`src/rtl/pcm_tsc_pkg.sv`:
```
package pcm_tsc_pkg;
  typedef enum logic [1:0] {
    ADDR_LOW  = 2'd0,
    ADDR_MID  = 2'd1,
    ADDR_HIGH = 2'd2,
    ADDR_RSVD = 2'd3
  } addr_code_e;

  // Codes 2 and 3 both steer the word to register B.
  function automatic logic addr_is_high(input logic [1:0] code);
    return code[1];
  endfunction
endpackage

```
`src/rtl/pcm_tsc_sampler.sv`:
```
// Falling-edge capture of the serial pins.
module pcm_tsc_sampler #(
  parameter int W = 1
) (
  input  logic         clk,
  input  logic         rst,
  input  logic [W-1:0] d,
  output logic [W-1:0] q
);
  always_ff @(negedge clk) begin
    if (rst) q <= '0;
    else     q <= d;
  end
endmodule

```
`src/rtl/pcm_tsc_slot.sv`:
```
// Bit counter, deserialisers and per-slot attributes.
module pcm_tsc_slot
  import pcm_tsc_pkg::*;
#(
  parameter int WORD_W = 8
) (
  input  logic              clk,
  input  logic              rst,
  input  logic              en_s,
  input  logic [1:0]        addr_s,
  input  logic              ctl_s,
  input  logic              pcm_s,
  input  logic              pd,
  output logic              slot_start,
  output logic              commit,
  output logic              pcm_ok_start,
  output logic              pcm_ok_q,
  output logic [1:0]        slot_addr_q,
  output logic [WORD_W-1:0] ctl_word,
  output logic [WORD_W-1:0] pcm_word
);
  localparam int IDX_W = (WORD_W > 2) ? $clog2(WORD_W) : 1;
  localparam logic [IDX_W-1:0] LAST_IDX = IDX_W'(WORD_W - 1);

  logic [IDX_W-1:0]  idx;
  logic [WORD_W-2:0] ctl_sr;
  logic [WORD_W-2:0] pcm_sr;

  assign slot_start   = en_s && (idx == '0);
  assign commit       = en_s && (idx == LAST_IDX);
  assign pcm_ok_start = !addr_is_high(addr_s) && !pd;
  assign ctl_word     = {ctl_sr, ctl_s};
  assign pcm_word     = {pcm_sr, pcm_s};

  always_ff @(posedge clk) begin
    if (rst) begin
      idx         <= '0;
      ctl_sr      <= '0;
      pcm_sr      <= '0;
      pcm_ok_q    <= 1'b0;
      slot_addr_q <= '0;
    end else if (!en_s) begin
      idx <= '0;
    end else begin
      ctl_sr <= ctl_word[WORD_W-2:0];
      pcm_sr <= pcm_word[WORD_W-2:0];
      idx    <= commit ? '0 : idx + 1'b1;
      if (slot_start) begin
        slot_addr_q <= addr_s;
        pcm_ok_q    <= pcm_ok_start;
      end
    end
  end
endmodule

```
`src/rtl/pcm_tsc_ctlregs.sv`:
```
// Control registers A and B with the address-code steering rules.
module pcm_tsc_ctlregs
  import pcm_tsc_pkg::*;
#(
  parameter int WORD_W = 8
) (
  input  logic              clk,
  input  logic              rst,
  input  logic              commit,
  input  logic [1:0]        slot_addr,
  input  logic [WORD_W-1:0] word,
  output logic [WORD_W-1:0] reg_a,
  output logic [WORD_W-1:0] reg_b
);
  localparam logic [WORD_W-1:0] ALL_ONES = '1;

  logic static_lvl;
  assign static_lvl = (word == '0) || (word == ALL_ONES);

  always_ff @(posedge clk) begin
    if (rst) begin
      reg_a <= '0;
      reg_b <= '0;
    end else if (commit) begin
      unique case (addr_code_e'(slot_addr))
        ADDR_LOW: begin
          reg_a <= word;
          if (!static_lvl) reg_b <= '0;
        end
        ADDR_MID:             reg_a <= word;
        ADDR_HIGH, ADDR_RSVD: reg_b <= word;
      endcase
    end
  end
endmodule

```
`src/rtl/pcm_tsc_tx.sv`:
```
// Transmit serialiser with pad enable and stream handshake.
module pcm_tsc_tx #(
  parameter int                WORD_W    = 8,
  parameter logic [WORD_W-1:0] IDLE_WORD = '1
) (
  input  logic              clk,
  input  logic              rst,
  input  logic              en_s,
  input  logic              slot_start,
  input  logic              pcm_ok_start,
  input  logic              tx_valid,
  input  logic [WORD_W-1:0] tx_data,
  output logic              tx_ready,
  output logic              pcm_out,
  output logic              pcm_oe
);
  logic [WORD_W-1:0] sh;
  logic [WORD_W-1:0] first;

  assign first    = tx_valid ? tx_data : IDLE_WORD;
  assign tx_ready = slot_start && pcm_ok_start;

  always_ff @(posedge clk) begin
    if (rst) begin
      sh      <= '0;
      pcm_oe  <= 1'b0;
      pcm_out <= 1'b0;
    end else if (!en_s) begin
      pcm_oe  <= 1'b0;
      pcm_out <= 1'b0;
    end else if (slot_start) begin
      pcm_oe  <= pcm_ok_start;
      pcm_out <= pcm_ok_start & first[WORD_W-1];
      sh      <= {first[WORD_W-2:0], 1'b0};
    end else begin
      pcm_out <= pcm_oe & sh[WORD_W-1];
      sh      <= {sh[WORD_W-2:0], 1'b0};
    end
  end
endmodule

```
`src/rtl/pcm_tsc_rx.sv`:
```
// Receive holding stage with drop-when-full policy.
module pcm_tsc_rx #(
  parameter int WORD_W = 8
) (
  input  logic              clk,
  input  logic              rst,
  input  logic              commit,
  input  logic              pcm_ok_q,
  input  logic [WORD_W-1:0] pcm_word,
  input  logic              rx_ready,
  output logic              rx_valid,
  output logic [WORD_W-1:0] rx_data
);
  logic load;
  assign load = commit && pcm_ok_q && (!rx_valid || rx_ready);

  always_ff @(posedge clk) begin
    if (rst) begin
      rx_valid <= 1'b0;
      rx_data  <= '0;
    end else if (load) begin
      rx_valid <= 1'b1;
      rx_data  <= pcm_word;
    end else if (rx_ready) begin
      rx_valid <= 1'b0;
    end
  end
endmodule

```
`src/rtl/pcm_tsc_port.sv`:
```
module pcm_tsc_port #(
  parameter int                WORD_W    = 8,
  parameter int                GP_W      = 6,
  parameter logic [WORD_W-1:0] IDLE_WORD = '1
) (
  input  logic                   clk,
  input  logic                   rst,
  input  logic                   enable_n,
  input  logic [1:0]             addr_code,
  input  logic                   ctl_in,
  input  logic                   pcm_in,
  output logic                   pcm_out,
  output logic                   pcm_oe,
  input  logic                   tx_valid,
  output logic                   tx_ready,
  input  logic [WORD_W-1:0]      tx_data,
  output logic                   rx_valid,
  input  logic                   rx_ready,
  output logic [WORD_W-1:0]      rx_data,
  output logic [WORD_W-1:0]      ctl_a,
  output logic [GP_W-1:0]        gp_out,
  output logic [WORD_W-GP_W-1:0] test_sel
);
  localparam int SAMP_W = 5;

  logic [SAMP_W-1:0] samp_q;
  logic              en_s, ctl_s, pcm_s;
  logic [1:0]        addr_s;
  logic              slot_start, commit, pcm_ok_start, pcm_ok_q;
  logic [1:0]        slot_addr_q;
  logic [WORD_W-1:0] ctl_word, pcm_word, reg_a, reg_b;

  pcm_tsc_sampler #(.W(SAMP_W)) u_samp (
    .clk (clk),
    .rst (rst),
    .d   ({~enable_n, addr_code, ctl_in, pcm_in}),
    .q   (samp_q)
  );
  assign {en_s, addr_s, ctl_s, pcm_s} = samp_q;

  pcm_tsc_slot #(.WORD_W(WORD_W)) u_slot (
    .clk          (clk),
    .rst          (rst),
    .en_s         (en_s),
    .addr_s       (addr_s),
    .ctl_s        (ctl_s),
    .pcm_s        (pcm_s),
    .pd           (reg_a[0]),
    .slot_start   (slot_start),
    .commit       (commit),
    .pcm_ok_start (pcm_ok_start),
    .pcm_ok_q     (pcm_ok_q),
    .slot_addr_q  (slot_addr_q),
    .ctl_word     (ctl_word),
    .pcm_word     (pcm_word)
  );

  pcm_tsc_ctlregs #(.WORD_W(WORD_W)) u_regs (
    .clk       (clk),
    .rst       (rst),
    .commit    (commit),
    .slot_addr (slot_addr_q),
    .word      (ctl_word),
    .reg_a     (reg_a),
    .reg_b     (reg_b)
  );

  pcm_tsc_tx #(.WORD_W(WORD_W), .IDLE_WORD(IDLE_WORD)) u_tx (
    .clk          (clk),
    .rst          (rst),
    .en_s         (en_s),
    .slot_start   (slot_start),
    .pcm_ok_start (pcm_ok_start),
    .tx_valid     (tx_valid),
    .tx_data      (tx_data),
    .tx_ready     (tx_ready),
    .pcm_out      (pcm_out),
    .pcm_oe       (pcm_oe)
  );

  pcm_tsc_rx #(.WORD_W(WORD_W)) u_rx (
    .clk      (clk),
    .rst      (rst),
    .commit   (commit),
    .pcm_ok_q (pcm_ok_q),
    .pcm_word (pcm_word),
    .rx_ready (rx_ready),
    .rx_valid (rx_valid),
    .rx_data  (rx_data)
  );

  assign ctl_a    = reg_a;
  assign gp_out   = reg_b[GP_W-1:0];
  assign test_sel = reg_b[WORD_W-1:GP_W];
endmodule

```
`config.mk`:
```
export PLATFORM = sky130hd
export DESIGN_NAME = pcm_tsc_port
export DESIGN_NICKNAME = d
export VERILOG_FILES = /design/src/rtl/pcm_tsc_pkg.sv /design/src/rtl/pcm_tsc_sampler.sv /design/src/rtl/pcm_tsc_slot.sv /design/src/rtl/pcm_tsc_ctlregs.sv /design/src/rtl/pcm_tsc_tx.sv /design/src/rtl/pcm_tsc_rx.sv /design/src/rtl/pcm_tsc_port.sv
export SDC_FILE = /design/constraint.sdc
export NUM_CORES = 1
export LEC_CHECK = 0
export BUFFER_PORTS_ARGS = -buffer_cell sky130_fd_sc_hd__buf_4
export CAP_MARGIN = 15
export CORE_UTILIZATION = 53
export CTS_BUF_LIST = sky130_fd_sc_hd__clkbuf_8 sky130_fd_sc_hd__clkbuf_16
export CTS_CLUSTER_DIAMETER = 200
export DETAILED_ROUTE_END_ITERATION = 10
export PLACE_DENSITY_LB_ADDON = 0.08
export SLEW_MARGIN = 20
export SYNTH_ARGS = -nofsm -noshare
export SYNTH_HDL_FRONTEND = slang
export SYNTH_SLANG_ARGS = --single-unit
```
`constraint.sdc`:
```
create_clock -name clk -period 2.07 [get_ports clk]
set_clock_uncertainty 0.1 [all_clocks]
set_input_delay 0.3105 -clock clk [delete_from_list [all_inputs] [get_ports clk]]
set_output_delay 0.3105 -clock clk [all_outputs]
set_load 0.05 [all_outputs]
```
======== Word-level counts from Yosys, hierarchy flattened ========
Cells that the tools add are included.
word-level totals
  memory bits (read-only) ................. 0
  memories ................................ 0
  memory bits (writable) .................. 0
  register bits after elaboration ......... 60
  input bits .............................. 17
  bits in latches ......................... 0
cells by class
  bitwise gates (word level) .............. 4
  mux-type cells .......................... 7
  equal/unequal tests ..................... 6
  add/subtract/negate cells ............... 1
  divide/modulo/power cells ............... 0
  shift operators ......................... 0
  reductions and logical operators ........ 23
  magnitude comparators ................... 0
  $mul .................................... 0
operator list
  operator               count
  $mux W8                3
  $pmux W8 S2            1
  $eq A8 B8 Y1 const B   1
  $logic_not A8 Y1       1
  $logic_and A1 B1 Y1    6
  $reduce_or A2 Y1       3
  $eq A2 B2 Y1 const B   2
  $reduce_and A2 Y1      2
  $reduce_bool A2 Y1     2
  $add A3 B1 Y3 const B  1
  $eq A3 B3 Y1 const B   1
  $logic_not A1 Y1       3
  $logic_not A3 Y1       1
  $mux W1                3
  $reduce_and A3 Y1      1
  $reduce_or A3 Y1       1
  $and A1 B1 Y1          2
  $eq A2 B1 Y1 const B   1
  $logic_not A2 Y1       1
  $logic_or A1 B1 Y1     2
  $ne A2 B2 Y1 const B   1
  $not A1 Y1             2

======== Logic depth before layout (Yosys ltp) ========
  depth in word-level cells ............... 5
  mapped depth ............................ 7
  gate-level depth less buffers ........... 6

======== By module ========
A second synthesis with hierarchy kept.
unflattened totals
  cells, all modules ...................... 246
  area, all modules ....................... 2565.0 sq um
by module, submodules not included
  module           times used  cells an instance  sequential area each (sq um)  area each (sq um)
  pcm_tsc_slot     1           76                 400.4                         808.3
  pcm_tsc_ctlregs  1           76                 320.3                         794.5
  pcm_tsc_rx       1           39                 180.2                         419.2
  pcm_tsc_tx       1           43                 180.2                         404.1
  pcm_tsc_sampler  1           11                 100.1                         135.1
  pcm_tsc_port     1           1                  0.0                           3.8

==> impl_metrics.csv <==
group,metric,value,unit
drt,dr.first_iter.drc_count,119,
grt,grt-ovfl-total,0,
setup_path,crit_slowest_cell,"dfxtp_4",
setup_path,worstSetupStartpointType,"register",
setup_path,path_cells,"nand3b_4 > or3_4 > clkinvlp_4 > buf_8",
drt,routedWlPerCell,13.78,um
drt,drt-pass1-iter-count,5,
pwr,ir_drop,0.6200,mV
hold_path,hp-class,"primary input to register",
place,placed_area,2729,sq um
yosys,yosysSeqAreaShare,0.5289,
yosys,avgSynthCellArea,9.504,sq um
yosys,synth_common_cells,"dfxtp_1 (59), nor2_1 (35), mux2i_1 (30)",
drt,drt-met1-wl,2270,um
grt,grt_max_degree,15,
yosys,synth.cell_area,2233,sq um
timing,slew_viol_final,0,
pwr,finalPower,2.365,mW
floorplanning,rows,23,
layout,fill_cells,302,
drt,wl_met3,252,um
timing,hold_viol,0,
drt,vias,1852,
floorplanning,start_util,0.5543,
drt,final_antenna_net_count,0,
grt,gr-usage-all-layers,0.2446,
cts,clkSinkCount,59,
grt,grt_pass1_wl,7762,um
floorplanning,ioPinCount,45,
setup_path,path_class,"register to output port",
cts,cts.reportedPaths.clkPinSlew,0.06,ns
setup_path,cp.required,1.66,ns
yosys,synth_cells,235,
timing,max_slew_margin,0.6699,
place,gp_congestion,0.7378,
floorplanning,coreArea,4029,sq um
drt,top_layer,"met4",
cts,htreeDepth,3,
run_status,violations,"negative setup slack",
drt,drcViolationCount,0,
timing,final-setup-viol-count,55,
yosys,ys_ff_latch,59,
yosys,synth_async_sr_flop_share,0,
setup_path,end_kind,"output port",
pwr,p_per_area,760.5,nW/um^2
timing,rsz0062_at_grt,"yes",
place,post-dp-hpwl,3130,um
layout,final_area,3109,sq um
layout,drive_gt1_frac,0.3333,
yosys,yosysMostFrequentCell,"dfxtp_1",
yosys,synth_warnings,0,
floorplanning,die_w,66.92,um
cts,holdBufCountCts,0,
run_status,outcome,"complete, but fails checks",
timing,worst_slew_pin_slew,0.4951,ns
floorplanning,die_area,4478,sq um
cts,cts_tree,"yes",
timing,finalWorstSetupSlack,-0.7094,ns
cts,cts_buffer_depth,2,
cts,cts_root_buf,"clkbuf_8",
drt,dr_wl_met2,2437,um
layout,antennaDiodeCount,0,
yosys,yosysUniqueCellTypes,29,
floorplanning,die_h,66.92,um
pwr,p_leak,1.347,nW
timing,timing.hold.ws,0.1657,ns
setup_path,timing.critical_path.buf_inv,2,
yosys,yosys-top-cells-area,"dfxtp_1 (53%), mux2i_1 (13%), nor2_1 (5.9%), nand2_1 (3.9%), o21ai_0 (3.4%)",
setup_path,crit_family,"simple AND/OR/NAND/NOR gates",
yosys,synth_ff_type,"dfxtp_1",
run,maxCapViolations,0,
setup_path,cp.arrival,2.37,ns
layout,final_nets,327,
yosys,synth-edff-count,0,
grt,first_global_vias,1671,
layout,syn_to_final_growth,39.22,%
grt,antenna_found_initial,0,
yosys,synth_nets,255,
drt,routed_wl,4990,um
place,io_buffer_count,44,
cts,numCtsBuffers,9,
drt,viasPerCell,5.116,
setup_path,cpPeakStageDelay,0.35,ns
yosys,yosys.area.top_type,"dfxtp_1",
cts,clk_latency,0.37,ns
setup_path,crit_path_max_fanout,2,
yosys,synthDominantCellAreaShare,0.5289,
kinds of logic after synthesis:
family / share of synthesized area
simple gates: 0.1782
flops: 0.5289
compound gates: 0.08740
mux: 0.1345
buf+inv: 0.05434
fa+ha+maj: 0.01681
routing by layer:
| layer | vias to the layer above | global-route usage |
|---|---|---|
| met1 | 883 | 0.2994 |
| met5 | - | 0 |
| met4 | 0 | 0.1277 |
| met2 | 47 | 0.3763 |
| met3 | 2 | 0.08219 |
| li1 | 920 | - |
through the flow:
step | instances | setup slack (ns) | utilization | TNS [ns]
final | 362 | -0.7094 | 0.7717 | -21.48
after global routing | 362 | -0.7683 | 0.7717 | -24.62
after CTS | 360 | -0.7196 | 0.7540 | -17.29
after detailed placement | 336 | -0.4031 | 0.6773 | -12.69
after global placement | 336 | -0.3945 | 0.6773 | -11.69
after floorplan | 235 | -0.4653 | - | -7.200
final timing paths:
check / from / endpoint / slack (ns) / depth (start not counted)
max: u_samp.q[4] / tx_ready / -0.71 / 4
min: rst / u_slot.slot_addr_q[1] / 0.17 / 2
max reg2reg: u_samp.q[4] / u_regs.reg_b[3] / -0.54 / 7
min reg2reg: u_regs.reg_b[5] / u_regs.reg_b[5] / 0.35 / 2
sequential cells by signal (all words and copies together), names as in the netlist:
name,count
u_slot.pcm_ok_q,1
u_slot.pcm_sr,7
u_tx.pcm_out,1
u_slot.idx,3
u_rx.rx_valid,1
u_tx.sh,7
u_regs.reg_a,8
u_slot.slot_addr_q,2
u_slot.ctl_sr,7
u_samp.q,5
u_regs.reg_b,8
u_rx.rx_data,8
u_tx.pcm_oe,1
area by class of cell:
cell class              instances  area, sq um  share of cell area
multi-input cells             151         1026              0.3300
clock buffers                  12        176.4             0.05674
repair buffers                 68        570.5              0.1835
flip-flops and latches         59         1186              0.3815
inverters                      13        52.55             0.01690
well taps                      50        62.56             0.02012
clock inverters                 9        35.03             0.01127
where the power goes:
group          switching, mW  internal (mW)
sequential            0.0149           1.16
combinational         0.0809         0.0886
clock                  0.452          0.572
total                  0.548           1.82
placed cells by master (no fill, tap or decap), drive strengths merged:
cell	n
nor2b	5
clkinv	1
buf	68
clkinvlp	1
nor3	1
or2	1
a211o	1
and2	3
nor4	2
clkbuf	12
dfxtp	59
nor2	37
nand2	23
nand3	1
mux2i	30
nand4	2
o21ai	16
ha	3
inv	20
or3	1
a21oi	6
nand2b	9
a31oi	8
nand3b	1
a2111oi	1
what timing repair did:
| item | 4_1_cts | 5_1_grt |
|---|---|---|
| pin swaps | 4 | 14 |
| endpoints found under the setup margin | 55 | 55 |
| setup buffers | 3 | 4 |
| gates resized for setup | 18 | 21 |
| endpoints found under the hold margin | 0 | 0 |
| gates cloned | 1 | 0 |
(Power assumes the default switching activity.)
